### src/rtl/rv32e_chk_pkg.sv
// Package: opcode constants, field positions and the usage record shared by
// the register-range checker. Assumes the standard 32-bit base encoding.
package rv32e_chk_pkg;
    localparam int unsigned INSN_W    = 32;
    localparam int unsigned OPC_W     = 7;
    localparam int unsigned REG_IDX_W = 5;
    localparam int unsigned F3_W      = 3;
    localparam int unsigned NUM_FLD   = 3;

    // Low bit of each register field inside the word
    localparam int unsigned RD_LSB  = 7;
    localparam int unsigned RS1_LSB = 15;
    localparam int unsigned RS2_LSB = 20;
    localparam int unsigned F3_LSB  = 12;

    localparam logic [OPC_W-1:0] OPC_LUI    = 7'b0110111;
    localparam logic [OPC_W-1:0] OPC_AUIPC  = 7'b0010111;
    localparam logic [OPC_W-1:0] OPC_JAL    = 7'b1101111;
    localparam logic [OPC_W-1:0] OPC_JALR   = 7'b1100111;
    localparam logic [OPC_W-1:0] OPC_BRANCH = 7'b1100011;
    localparam logic [OPC_W-1:0] OPC_LOAD   = 7'b0000011;
    localparam logic [OPC_W-1:0] OPC_STORE  = 7'b0100011;
    localparam logic [OPC_W-1:0] OPC_OPIMM  = 7'b0010011;
    localparam logic [OPC_W-1:0] OPC_OP     = 7'b0110011;
    localparam logic [OPC_W-1:0] OPC_FENCE  = 7'b0001111;
    localparam logic [OPC_W-1:0] OPC_SYSTEM = 7'b1110011;

    typedef struct packed {
        logic rs1;
        logic rs2;
        logic rd;
    } reg_use_t;
endpackage

### src/rtl/rv_reg_usage_dec.sv
// Module: rv_reg_usage_dec
// Derives which register fields an instruction touches from its major opcode
// and, for system instructions, from funct3. Operand-select encodings of any
// downstream ALU are deliberately not consulted. Purely combinational.
module rv_reg_usage_dec
    import rv32e_chk_pkg::*;
(
    input  logic [OPC_W-1:0] opcode_i,
    input  logic [F3_W-1:0]  funct3_i,
    output reg_use_t         use_o
);
    // Format-based usage lookup
    always_comb begin
        use_o = '{rs1: 1'b0, rs2: 1'b0, rd: 1'b0};
        unique case (opcode_i)
            OPC_LUI, OPC_AUIPC, OPC_JAL:
                use_o = '{rs1: 1'b0, rs2: 1'b0, rd: 1'b1};
            OPC_JALR, OPC_LOAD, OPC_OPIMM:
                use_o = '{rs1: 1'b1, rs2: 1'b0, rd: 1'b1};
            OPC_OP:
                use_o = '{rs1: 1'b1, rs2: 1'b1, rd: 1'b1};
            OPC_STORE, OPC_BRANCH:
                use_o = '{rs1: 1'b1, rs2: 1'b1, rd: 1'b0};
            OPC_SYSTEM: begin
                if (funct3_i[1:0] != 2'b00) begin
                    use_o.rd  = 1'b1;
                    use_o.rs1 = ~funct3_i[2];
                end
            end
            default: use_o = '{rs1: 1'b0, rs2: 1'b0, rd: 1'b0};
        endcase
    end
endmodule

### src/rtl/rv_idx_range.sv
// Module: rv_idx_range
// Flags a register index that lies outside a register file of 2**LIM_W
// entries. Assumes IDX_W > LIM_W. Purely combinational.
module rv_idx_range #(
    parameter int unsigned IDX_W = 5,
    parameter int unsigned LIM_W = 4
) (
    input  logic [IDX_W-1:0] idx_i,
    output logic             over_o
);
    localparam int unsigned HI_W = IDX_W - LIM_W;

    logic [HI_W-1:0] hi_bits;

    // Any bit at or above the limit position puts the index out of range
    always_comb begin
        hi_bits = idx_i[IDX_W-1:LIM_W];
        over_o  = |hi_bits;
    end
endmodule

### src/rtl/rv32e_regrange_check.sv
// Module: rv32e_regrange_check (top)
// Combinational legality check for reduced register mode: raises
// illegal_reg_o when a field that the instruction really uses names a
// register beyond the 16-entry file. Assumes a 32-bit base encoding; no
// clock or reset, outputs are valid in the cycle of the input word.
module rv32e_regrange_check
    import rv32e_chk_pkg::*;
#(
    parameter int unsigned E_REG_BITS = 4
) (
    input  logic [INSN_W-1:0] instr_i,
    input  logic              valid_i,
    input  logic              rv32e_en_i,
    output logic              illegal_reg_o,
    output logic              use_rs1_o,
    output logic              use_rs2_o,
    output logic              use_rd_o
);
    localparam int unsigned FLD_RD  = 0;
    localparam int unsigned FLD_RS1 = 1;
    localparam int unsigned FLD_RS2 = 2;
    localparam int unsigned FLD_LSB [NUM_FLD] = '{RD_LSB, RS1_LSB, RS2_LSB};

    reg_use_t             reg_use;
    logic [NUM_FLD-1:0]   fld_used;
    logic [NUM_FLD-1:0]   fld_over;
    logic [6:0]           unused_imm_hi;

    // Sinks upper bits that never name a register
    assign unused_imm_hi = instr_i[31:25];

    rv_reg_usage_dec u_usage (
        .opcode_i (instr_i[OPC_W-1:0]),
        .funct3_i (instr_i[F3_LSB +: F3_W]),
        .use_o    (reg_use)
    );

    // One range comparator per register field
    for (genvar g = 0; g < NUM_FLD; g++) begin : g_fld
        rv_idx_range #(
            .IDX_W (REG_IDX_W),
            .LIM_W (E_REG_BITS)
        ) u_rng (
            .idx_i  (instr_i[FLD_LSB[g] +: REG_IDX_W]),
            .over_o (fld_over[g])
        );
    end

    // Map usage record onto field order
    always_comb begin
        fld_used          = '0;
        fld_used[FLD_RD]  = reg_use.rd;
        fld_used[FLD_RS1] = reg_use.rs1;
        fld_used[FLD_RS2] = reg_use.rs2;
    end

    // Combine usage, range result, mode and valid
    always_comb begin
        illegal_reg_o = rv32e_en_i & valid_i & |(fld_used & fld_over);
        use_rs1_o     = reg_use.rs1;
        use_rs2_o     = reg_use.rs2;
        use_rd_o      = reg_use.rd;
    end
endmodule

### config.mk
export PLATFORM = sky130hd
export DESIGN_NAME = rv32e_regrange_check
export DESIGN_NICKNAME = d
export VERILOG_FILES = /design/src/rtl/rv32e_chk_pkg.sv /design/src/rtl/rv_reg_usage_dec.sv /design/src/rtl/rv_idx_range.sv /design/src/rtl/rv32e_regrange_check.sv
export SDC_FILE = /design/constraint.sdc
export NUM_CORES = 1
export LEC_CHECK = 0
export ABC_AREA = 1
export BUFFER_PORTS_ARGS = -buffer_cell sky130_fd_sc_hd__buf_4
export CORE_AREA = 2 2 39 41
export DETAILED_ROUTE_END_ITERATION = 10
export DIE_AREA = 0 0 41 43
export PLACE_DENSITY = 0.59
export SYNTH_ARGS = -nofsm -noshare
export SYNTH_HDL_FRONTEND = slang
export SYNTH_SLANG_ARGS = --single-unit
export TNS_END_PERCENT = 30
### constraint.sdc
create_clock -name vclk -period 0.8
set_input_delay 0.04 -clock vclk [all_inputs]
set_output_delay 0.04 -clock vclk [all_outputs]
set_load 0.05 [all_outputs]
==> results summary, run 1 <==
The site row count is 14. The combined buffer and inverter count along the critical path came out at 3. After clock tree synthesis, the flow added hold-fix buffers numbering 0. Based on the critical path, the design can be clocked at up to 1010 MHz.

The overall overflow remaining after global route came out at 0. The total number of vias is 336. The net count after synthesis came out at 83. The worst-case IR drop observed on VDD is 0.161 mV. The number of ports placed on the die boundary is 38. Traced cell by cell, the critical path runs through buf_8 -> nor2_2 -> nand2_1 -> nor2_2 -> nor2_1 -> nand2_2 -> nand2_1 -> nand3_1 -> nand2_1 -> inv_1 -> buf_6. The congestion estimate from routability-driven global placement came to 0.678.

The register area share after synthesis came out at 0. After the last flow step, the layout net total stands at 107. After synthesis, the cell types taking the most area are nand2_1, nor2_1, inv_1. The final reports fail on setup timing.

The share of post-route cells with drive strength above 1 is 0.634. The overall track demand over capacity in global routing came out at 0.0769. The effective utilization at floorplan is 0.160. The number of warnings printed during yosys synthesis came out at 0. The class of the tightest hold or removal check is in -> out.

The cell type with the highest aggregate area in the netlist is nand2_1. The data required time of the critical path came out at 0.76 ns. The design area is 543 µm². The number of endpoints with negative hold slack in the final report came out at 0. The leakage component of the power is 0.270 nW. The first-pass GRT wire length came out at 1.05 mm.

The post-synthesis mux area share came out at 0. The maximum number of pins on one net before global-route repair is 6. The sequential cell count is 0. The basic-gate share of the synthesized area counting and, or, nand and nor cells is 0.808.

The number of global-route vias before repair came out at ~290. The detailed placement HPWL came out at 497 µm. Summing every instance area after synthesis gives 221 µm². The detailed-route wire length came out at between 600 and 700 µm. The final max-slew violation count is 0. The share of the synthesized area in compound gates (AO/OA/AOI/OAI) came out at 0.0226. The combined flip-flop and latch cell area is 0 µm². The critical path is of the in -> out type. The most numerous cell type found on the critical path is nand2_1. The count of input and output buffers came out at 19.

The remaining antenna violation count after routing came out at 0. The worst setup path is captured at a primary output. The slowest stage of the critical path is the buf_6 cell. In this run the cell area measured after placement is 407 µm². On the worst path, the slowest cell contributes a delay of 0.15 ns.

For this block, the initial DRC count from the detailed router was 1. The area taken by multi-input logic gates came out at 269 µm². The largest delay contributor family on the critical path is simple AND/OR/NAND/NOR gates. The number of unique standard cell types used by synthesis came out at 10.

The number of antenna violations at the first check in global routing was 0. The top cell type's share of synthesized area came out at 0.271. The setup TNS after final layout came out at -0.369 ns.

The minimum clock period after layout came out at 0.991 ns. The critical path launch point type is an input pin. The count of clock buffers in the final design came out at 0.

The final cycle utilization of the critical path came out at 1.24. The area growth from synthesis to layout is 145%. In this run the power density over the cells is 409 nW/µm².

After detailed routing, the number of vias per cell comes to 3.86. The critical-path maximum fanout is 3. After technology mapping, the gate count stands at 49. The chip width is 41 µm.

The die span in y is approximately 43 µm. Setup repair after global routing could not meet its margin everywhere. After synthesis, the largest family of logic cells by area is simple AND/OR/NAND/NOR gates. The max-capacitance violation count came out at 0. The flow ran to the end, but the final reports show violations. The number of diodes is 0.

The count of endpoints failing setup in the final report is 4. The arithmetic-cell share of the synthesized area counting full adders, half adders and majority gates is 0. After floorplanning, the core was sized to cover between 1000 and 1500 µm². The die outline area is 1760 µm².

In this run the mean area of a mapped cell was 4.52 µm². Of the total synthesized cell area, the portion taken by XOR and XNOR cells is 0. Data on the critical path arrives at its endpoint at about 0.95 ns. The number of DRC violations after detailed routing is 0. The average wire length per cell after detail routing came out at between 7 and 8 µm. The number of fillers in the final layout is roughly 160. The length of the first detailed-routing pass in iterations came out at 3. The worst-case headroom to the max-slew limit is 0.917. The slew at the pin closest to its max-slew limit came out at ~0.12 ns. The smallest setup slack after layout is -0.191 ns.
tightest hold or removal path: cells and delay by family:
family,cells,cell delay [ns]
AND/OR/NAND/NOR,2,0.09
buffers and inverters,4,0.33
Yosys cell counts, drive strengths merged:
| library cell | number |
|---|---|
| nor2 | 14 |
| nand2 | 19 |
| inv | 10 |
| a21oi | 1 |
| nand4 | 1 |
| nand3 | 4 |
report_power, final:
part           leakage, nW  switching, W  total [W]  internal (W)
registers                0             0          0             0
clock network            0             0          0             0
logic                0.270      0.000114   0.000222      0.000108
total                0.270      0.000114   0.000222      0.000108
final timing paths:
check / from / to / depth (start not counted) / slack, ns
hold / removal: valid_i / illegal_reg_o / 6 / 0.48
setup / recovery: instr_i[3] / illegal_reg_o / 11 / -0.19
through the flow:
step / cells / total power, W / utilization / setup WS (ns) / hold WS [ns]
2_1_floorplan: 49 / 0.0000638 / - / -0.543 / 0.337
3_3_place_gp: 87 / 0.000151 / 0.294 / -0.283 / 0.501
3_5_place_dp: 87 / 0.000152 / 0.294 / -0.294 / 0.505
4_1_cts: 87 / 0.000181 / 0.340 / -0.231 / 0.482
5_1_grt: 87 / 0.000240 / 0.392 / -0.274 / 0.542
6_report: 87 / 0.000222 / 0.392 / -0.191 / 0.483
cell families after synthesis:
logic type / Yosys count
compound gates: 1
buf+inv: 10
simple gates: 38
metal layers:
layer,vias up,global-route usage,wire length [µm]
li1,191,-,-
met1,138,0.111,243
met2,7,0.131,364
met3,0,0,27
met4,0,0,0
met5,-,0,0
cells in the final DEF, fill, tap and decap left out:
master   count
a21oi_2      1
buf_4       14
buf_6        5
buf_8        3
inv_1        5
inv_2        2
inv_4        2
inv_6        1
nand2_1     12
nand2_2      3
nand2_4      2
nand2_8      2
nand3_1      2
nand3_2      2
nand4_1      1
nor2_1       6
nor2_2       3
nor2_4       5
final cells by class:
cell class / count / area share
multi-input cells: 39 / 0.495
repair buffers: 22 / 0.380
inverters: 10 / 0.0876
well taps: 16 / 0.0369
timing repair:
action | CTS | global route
pin swaps | 14 | 14
resized for setup | 20 | 20
buffers inserted | 0 | 0
setup endpoints to repair | 4 | 4
Power figures use the tool's default switching activity.
==> inputs of run 2 (changes only) <==
==> constraint.sdc (replaced) <==
create_clock -name vclk -period 0.8
set_input_delay 0.04 -clock vclk [all_inputs]
set_output_delay 0.04 -clock vclk [all_outputs]
set_load 0.005 [all_outputs]
==> results summary, run 2 (synthesis results as in run 1) <==
The worst-case headroom to the max-slew limit came out at 0.914 (-0.00291). The die outline area came out at 1760 µm² (unchanged). The design area is 612 µm² (+13%). The final RePlAce weighted congestion is 0.717 (+5.7%). STA classifies the critical path startpoint as an input pin. The power consumption is 0.000245 W (+10%). The combined flip-flop and latch cell area came to 0 µm² (unchanged). The count of clock buffers in the final design came out at 0 (unchanged). The detailed-route wire length is 731 µm (+15%). The number of nets in the layout is 107 (unchanged). The count of endpoints failing setup in the final report is 2 (-2). The placement-stage worst setup slack came out at -0.224 ns (+0.0699 ns). The site row count came to 14 (unchanged). The share of post-route cells with drive strength above 1 came out at 0.676 (+0.0423).

The number of antenna violations at the first check in global routing is 0 (unchanged). The first-pass GRT wire length is 959 µm (-8.5%). The peak supply drop came out at 0.187 mV (+16%). The effective utilization at floorplan was 0.160 (unchanged). The class of the tightest hold or removal check is in -> out. Compared with the post-synthesis result, the final layout area differs by 176%.

The share of the core filled with cells is 0.442 (+0.0497). The number of global-route vias before repair is 275 (-4.5%). The number of DRC violations after detailed routing is 0 (unchanged). The detailed placement HPWL came out at 531 µm (+7.0%).

The data required time of the critical path was 0.76 ns (about the same). The post-placement cell area is 407 µm² (unchanged). The detailed-route vias per instance is 4.09 (+6.0%). The flow ran to the end, but the final reports show violations. For hold timing, the worst endpoint is illegal_reg_o.

met2 is the most crowded layer. The average wire length per cell after detail routing came out at 8.40 µm (+15%). The length of the first detailed-routing pass in iterations came out at 4 (+1). By startpoint and endpoint, the worst setup path is classified as in -> out. The met2 capacity usage during global routing came out at 0.119 (-0.0125). The remaining antenna violation count after routing is 0 (unchanged). The maximum operating frequency came to 1090 MHz (+8.5%). The number of diodes came out at 0 (unchanged). The maximum number of pins on one net before global-route repair is 6 (unchanged). The leakage component of the power came out at 0.289 nW (+6.9%). The final cycle utilization of the critical path came out at 1.14 (-0.0972).

The minimum clock period after layout is 0.914 ns (-0.0778 ns). The worst setup path is captured at a primary output. The slowest stage cell on the critical path is buf_8. The max-capacitance violation count is 0 (unchanged). The stage delay of the slowest cell on the critical path came to 0.10 ns (-0.05 ns). Leaving out fill and tap cells, the most frequent cell in the layout is buf_4. The arrival time of the worst setup path came out at 0.87 ns (-0.08 ns). The die span in y is 43 µm (unchanged). The total number of vias is 356 (+6.0%). The number of endpoints with negative hold slack in the final report is 0 (unchanged). The final reports fail on setup timing. The met1 usage came out at 0.108 (-0.00316).

Leaving out fill and tap cells, the most frequent cells in the layout are buf_4, nand2_1, nor2_4, inv_1. The count of routing violations after the opening detailed-route iteration came to 7 (+6). The chip width is 41 µm (unchanged). The smallest setup slack after layout came out at -0.114 ns (+0.0778 ns). The hold-fix buffer count after cts is 0 (unchanged). The post-CTS setup buffer count was 0 (unchanged). The standard cell core area came out at 1380 µm² (unchanged). The number of ports placed on the die boundary is 38 (unchanged). The overall overflow remaining after global route came out at 0 (unchanged). The sequential cell count is 0 (unchanged). The depth of the worst hold-timing path is 6 (unchanged). The slew at the pin closest to its max-slew limit came out at 0.129 ns (+0.00419 ns). The ratio of total power to cell area came out at 400 nW/µm² (-2.2%). The met3 routing resource usage after global routing came out at 0 (unchanged). The overall track demand over capacity in global routing was 0.0719 (-0.00500). The startpoint identified for the worst hold timing path is valid_i. Setup repair after global routing could not meet its margin everywhere. The final max-slew violation count is 0 (unchanged). The critical-path maximum fanout is 4 (+1). The count of input and output buffers is 19 (unchanged). The signal on the critical path passes through buf_8 -> nand2_8 -> nor2_4 -> nand2_2 -> nor2_2 -> nor2_1 -> nand2_2 -> nand2_1 -> nand3_1 -> nand2_1 -> inv_1 -> buf_6.
run 2: report_power, final:
part,leakage (nW),switching (W),internal (W)
Combinational,0.289,0.000113,0.000132
Clock,0,0,0
Sequential,0,0,0
Total,0.289,0.000113,0.000132
run 2: area by class of cell:
| cell class | count | area, µm² |
|---|---|---|
| tap | 16 | 20.0 |
| multi-input combinational | 39 | 307 |
| timing repair buffer | 22 | 228 |
| fill | 149 | 772 |
| inverter | 10 | 57.6 |
run 2: metal layers:
metal | wire length [µm] | up-vias
li1 | - | 188
met1 | 280 | 157
met2 | 389 | 11
met3 | 61 | 0
met4 | 0 | 0
met5 | 0 | -
run 2: repair_timing:
| item | CTS | global route |
|---|---|---|
| pin swaps | 14 | 18 |
| endpoints found under the setup margin | 4 | 4 |
| gates cloned | 0 | 0 |
| resized for setup | 30 | 28 |
run 2: worst max path at each step:
stage | start | endpoint | cells past startpoint
floorplan | instr_i[3] | illegal_reg_o | 9
global placement | instr_i[1] | illegal_reg_o | 12
detailed placement | instr_i[1] | illegal_reg_o | 12
CTS | instr_i[3] | illegal_reg_o | 13
global route | instr_i[6] | illegal_reg_o | 12
finish | instr_i[5] | illegal_reg_o | 12
run 2: metrics by stage:
step / setup TNS, ns / std cells / hold slack [ns]
after floorplan: 0 / 49 / 0.228
after CTS: -0.202 / 87 / 0.431
final: -0.144 / 87 / 0.433
after detailed placement: -0.525 / 87 / 0.431
after global placement: -0.494 / 87 / 0.407
after global routing: -0.339 / 87 / 0.466
run 2: critical path: cells and delay by family:
kind,cells,cell delay [ns]
AND/OR/NAND/NOR,9,0.58
buffers and inverters,3,0.25
==> inputs of run 3 (changes only) <==
- PLACE_DENSITY: 0.59 -> 0.6
- SYNTH_HIERARCHICAL: default -> 1
==> results summary, run 3 <==
The final hold slack was 0.411 ns (-0.0214 ns). By instance count, the leading cell after synthesis is nand2_1. The post-synthesis average cell area came out at 4.29 µm² (-5.1%).

The critical path goes through buf_8 -> inv_2 -> nand2_2 -> nor2_4 -> nand2_1 -> nand4_1 -> nand2_1 -> nand3_1 -> nand2_1 -> inv_1 -> buf_6. The number of instances in the synthesized netlist came out at 56 (+14%). The data required time of the critical path is 0.76 ns (about the same). The number of global-route vias before repair came to 278 (+1.1%).

The die outline area came out at 1760 µm² (unchanged). The share of the synthesized area in compound gates (AO/OA/AOI/OAI) came out at 0.0313 (+0.00865). The peak supply drop came to 0.162 mV (-14%). The checks that failed: setup timing. The tightest min-delay check is of the in -> out type.

The top cell type's share of synthesized area is 0.313 (+0.0413). The basic-gate share of the synthesized area counting and, or, nand and nor cells came out at 0.719 (-0.0892). The critical-path maximum fanout is 4 (unchanged). The remaining antenna violation count after routing is 0 (unchanged). The worst-case headroom to the max-slew limit came out at 0.913 (-0.000959).

The total number of vias is 372 (+4.5%). The maximum operating frequency is 1080 MHz (-1.8%). The die span in y is 43 µm (unchanged). The combined flip-flop and latch cell area is 0 µm² (unchanged). The summed instance area of the synthesized netlist came out at 240 µm² (+8.5%). The number of diodes is 0 (unchanged). The minimum clock period after layout is 0.930 ns (+0.0167 ns).

The length of the first detailed-routing pass in iterations is 2 (-2). The maximum number of pins on one net before global-route repair is 7 (+1). The final max-slew violation count came out at 0 (unchanged). The count of endpoints failing setup in the final report is 3 (+1).

The run finished, with violations left. The detailed-route wire length came out at 726 µm (-0.68%). The met3 wirelength from detailed routing came out at 44 µm (-28%). The area growth from synthesis to layout came out at 122%. The count of clock buffers in the final design came out at 0 (unchanged). The site row count is 14 (unchanged). The number of warnings printed during yosys synthesis is 6 (+6). Summed over all instances, the cell type with the most area after synthesis is nand2_1. After synthesis, the largest family of logic cells by area is simple AND/OR/NAND/NOR gates.

STA classifies the critical path startpoint as an input pin. The endpoint class of the critical path is a primary output. The first-pass GRT wire length came to 1.04 mm (+8.6%). The overall track demand over capacity in global routing came to 0.0779 (+0.00599). The number of antenna violations at the first check in global routing came out at 0 (unchanged). The detailed-route wire length on metal 1 came out at 278 µm (-0.71%). The smallest setup slack after layout is -0.130 ns (-0.0167 ns). The stage delay of the slowest cell on the critical path is 0.12 ns (+0.02 ns). In this design, the largest share of critical-path delay is due to simple AND/OR/NAND/NOR gates.

The overall overflow remaining after global route came to 0 (unchanged). The placement-stage worst setup slack came out at -0.244 ns (-0.0192 ns). The library cell used most frequently in the layout, excluding fill and tap cells, is nand2_1. The number of unique standard cell types used by synthesis is 8 (-2). By count the netlist is led by nand2_1, nor2_1, inv_1. The sequential cell count is 0 (unchanged). The effective utilization at floorplan came to 0.174 (+0.0136). The cell that appears most often on the critical path is nand2_1. The final cycle utilization of the critical path is 1.16 (+0.0209).

The detailed-route vias per instance is 4.04 (-1.2%). The number of ports placed on the die boundary came to 38 (unchanged). The average wire length per cell after detail routing came out at 7.89 µm (-6.1%). The count of routing violations after the opening detailed-route iteration came out at 1 (-6). The combined buffer and inverter count along the critical path came out at 4 (+1). The register area share after synthesis is 0 (unchanged).

The max-capacitance violation count is 0 (unchanged). The critical path in this run is classified as in -> out. The net count after synthesis came out at 90 (+8.4%).

The slew at the pin closest to its max-slew limit came to 0.131 ns (+0.00147 ns). The number of DRC violations after detailed routing is 0 (unchanged). The top cell types in the final layout, fill and taps aside, are nand2_1, buf_4, inv_1, nor2_1, buf_6.

By area the synthesized netlist is led by nand2_1, nor2_1, inv_1. The chip width came out at 41 µm (unchanged). The share of post-route cells with drive strength above 1 came to 0.526 (-0.150). The arithmetic-cell share of the synthesized area counting full adders, half adders and majority gates came out at 0 (unchanged). The final RePlAce weighted congestion is 0.750 (+4.6%). Among all stages on the critical path, the largest delay is contributed by nand4_1. The number of nets in the layout is 112 (+4.7%). The post-synthesis mux area share is 0 (unchanged). The detailed placement HPWL is 548 µm (+3.1%).

The hold-fix buffer count after cts came out at 0 (unchanged). The ratio of total power to cell area came out at 382 nW/µm² (-4.5%). The arrival time of the worst setup path came out at 0.89 ns (+0.02 ns).

The xor and xnor area share after synthesis is 0 (unchanged). The highest metal layer with signal wires is met3. Setup repair after global routing could not meet its margin everywhere. The number of endpoints with negative hold slack in the final report is 0 (unchanged). The met2 layer wire length in the routed design came out at 403 µm (+3.6%). The standard cell core area was 1380 µm² (unchanged).

The count of input and output buffers is 19 (unchanged). The leakage component of the power is 0.288 nW (-0.34%).
-- run 3: cell families after synthesis --
kind of cell / count (synthesis)
compound gates: 1
buf+inv: 13
simple gates: 42
-- run 3: metal layers --
layer  vias up  GRT usage
li1        204          -
met1       159      0.111
met2         9      0.134
met3         0          0
met4         0          0
met5         -          0
-- run 3: repair_timing --
action / in CTS / in global routing
setup buffers: 1 / 0
endpoints found under the setup margin: 4 / 4
pin swaps: 15 / 11
gates resized for setup: 24 / 12
-- run 3: final timing paths --
path,from,endpoint,slack (ns),depth (start not counted)
max,instr_i[2],illegal_reg_o,-0.13,11
min,valid_i,illegal_reg_o,0.41,6
-- run 3: tightest hold or removal path: stages --
cell and delay, ns:
buf_4 0.08, nand2_1 0.04, inv_1 0.04, nand2_1 0.04, inv_1 0.05, buf_6 0.09
-- run 3: final cells by class --
| class | instances | area, µm² |
|---|---|---|
| timing repair buffer | 23 | 210 |
| inverter | 10 | 42.5 |
| fill | 151 | 850 |
| tap | 16 | 20.0 |
| multi-input combinational | 43 | 262 |
-- run 3: per-stage QoR --
step | setup TNS, ns | utilization | cells | total power [W] | area, µm²
after global placement | -0.438 | 0.291 | 91 | 0.000135 | 403
after detailed placement | -0.499 | 0.291 | 91 | 0.000136 | 403
after global routing | -0.470 | 0.386 | 92 | 0.000222 | 534
after floorplan | 0 | - | 56 | 0.0000589 | 240
final | -0.278 | 0.386 | 92 | 0.000204 | 534
after CTS | -0.302 | 0.351 | 92 | 0.000176 | 485
-- run 3: power by group --
part	leakage (nW)	internal, W	switching [W]
combinational	0.288	0.000111	0.0000934
clock	0	0	0
sequential	0	0	0
total	0.288	0.000111	0.0000934
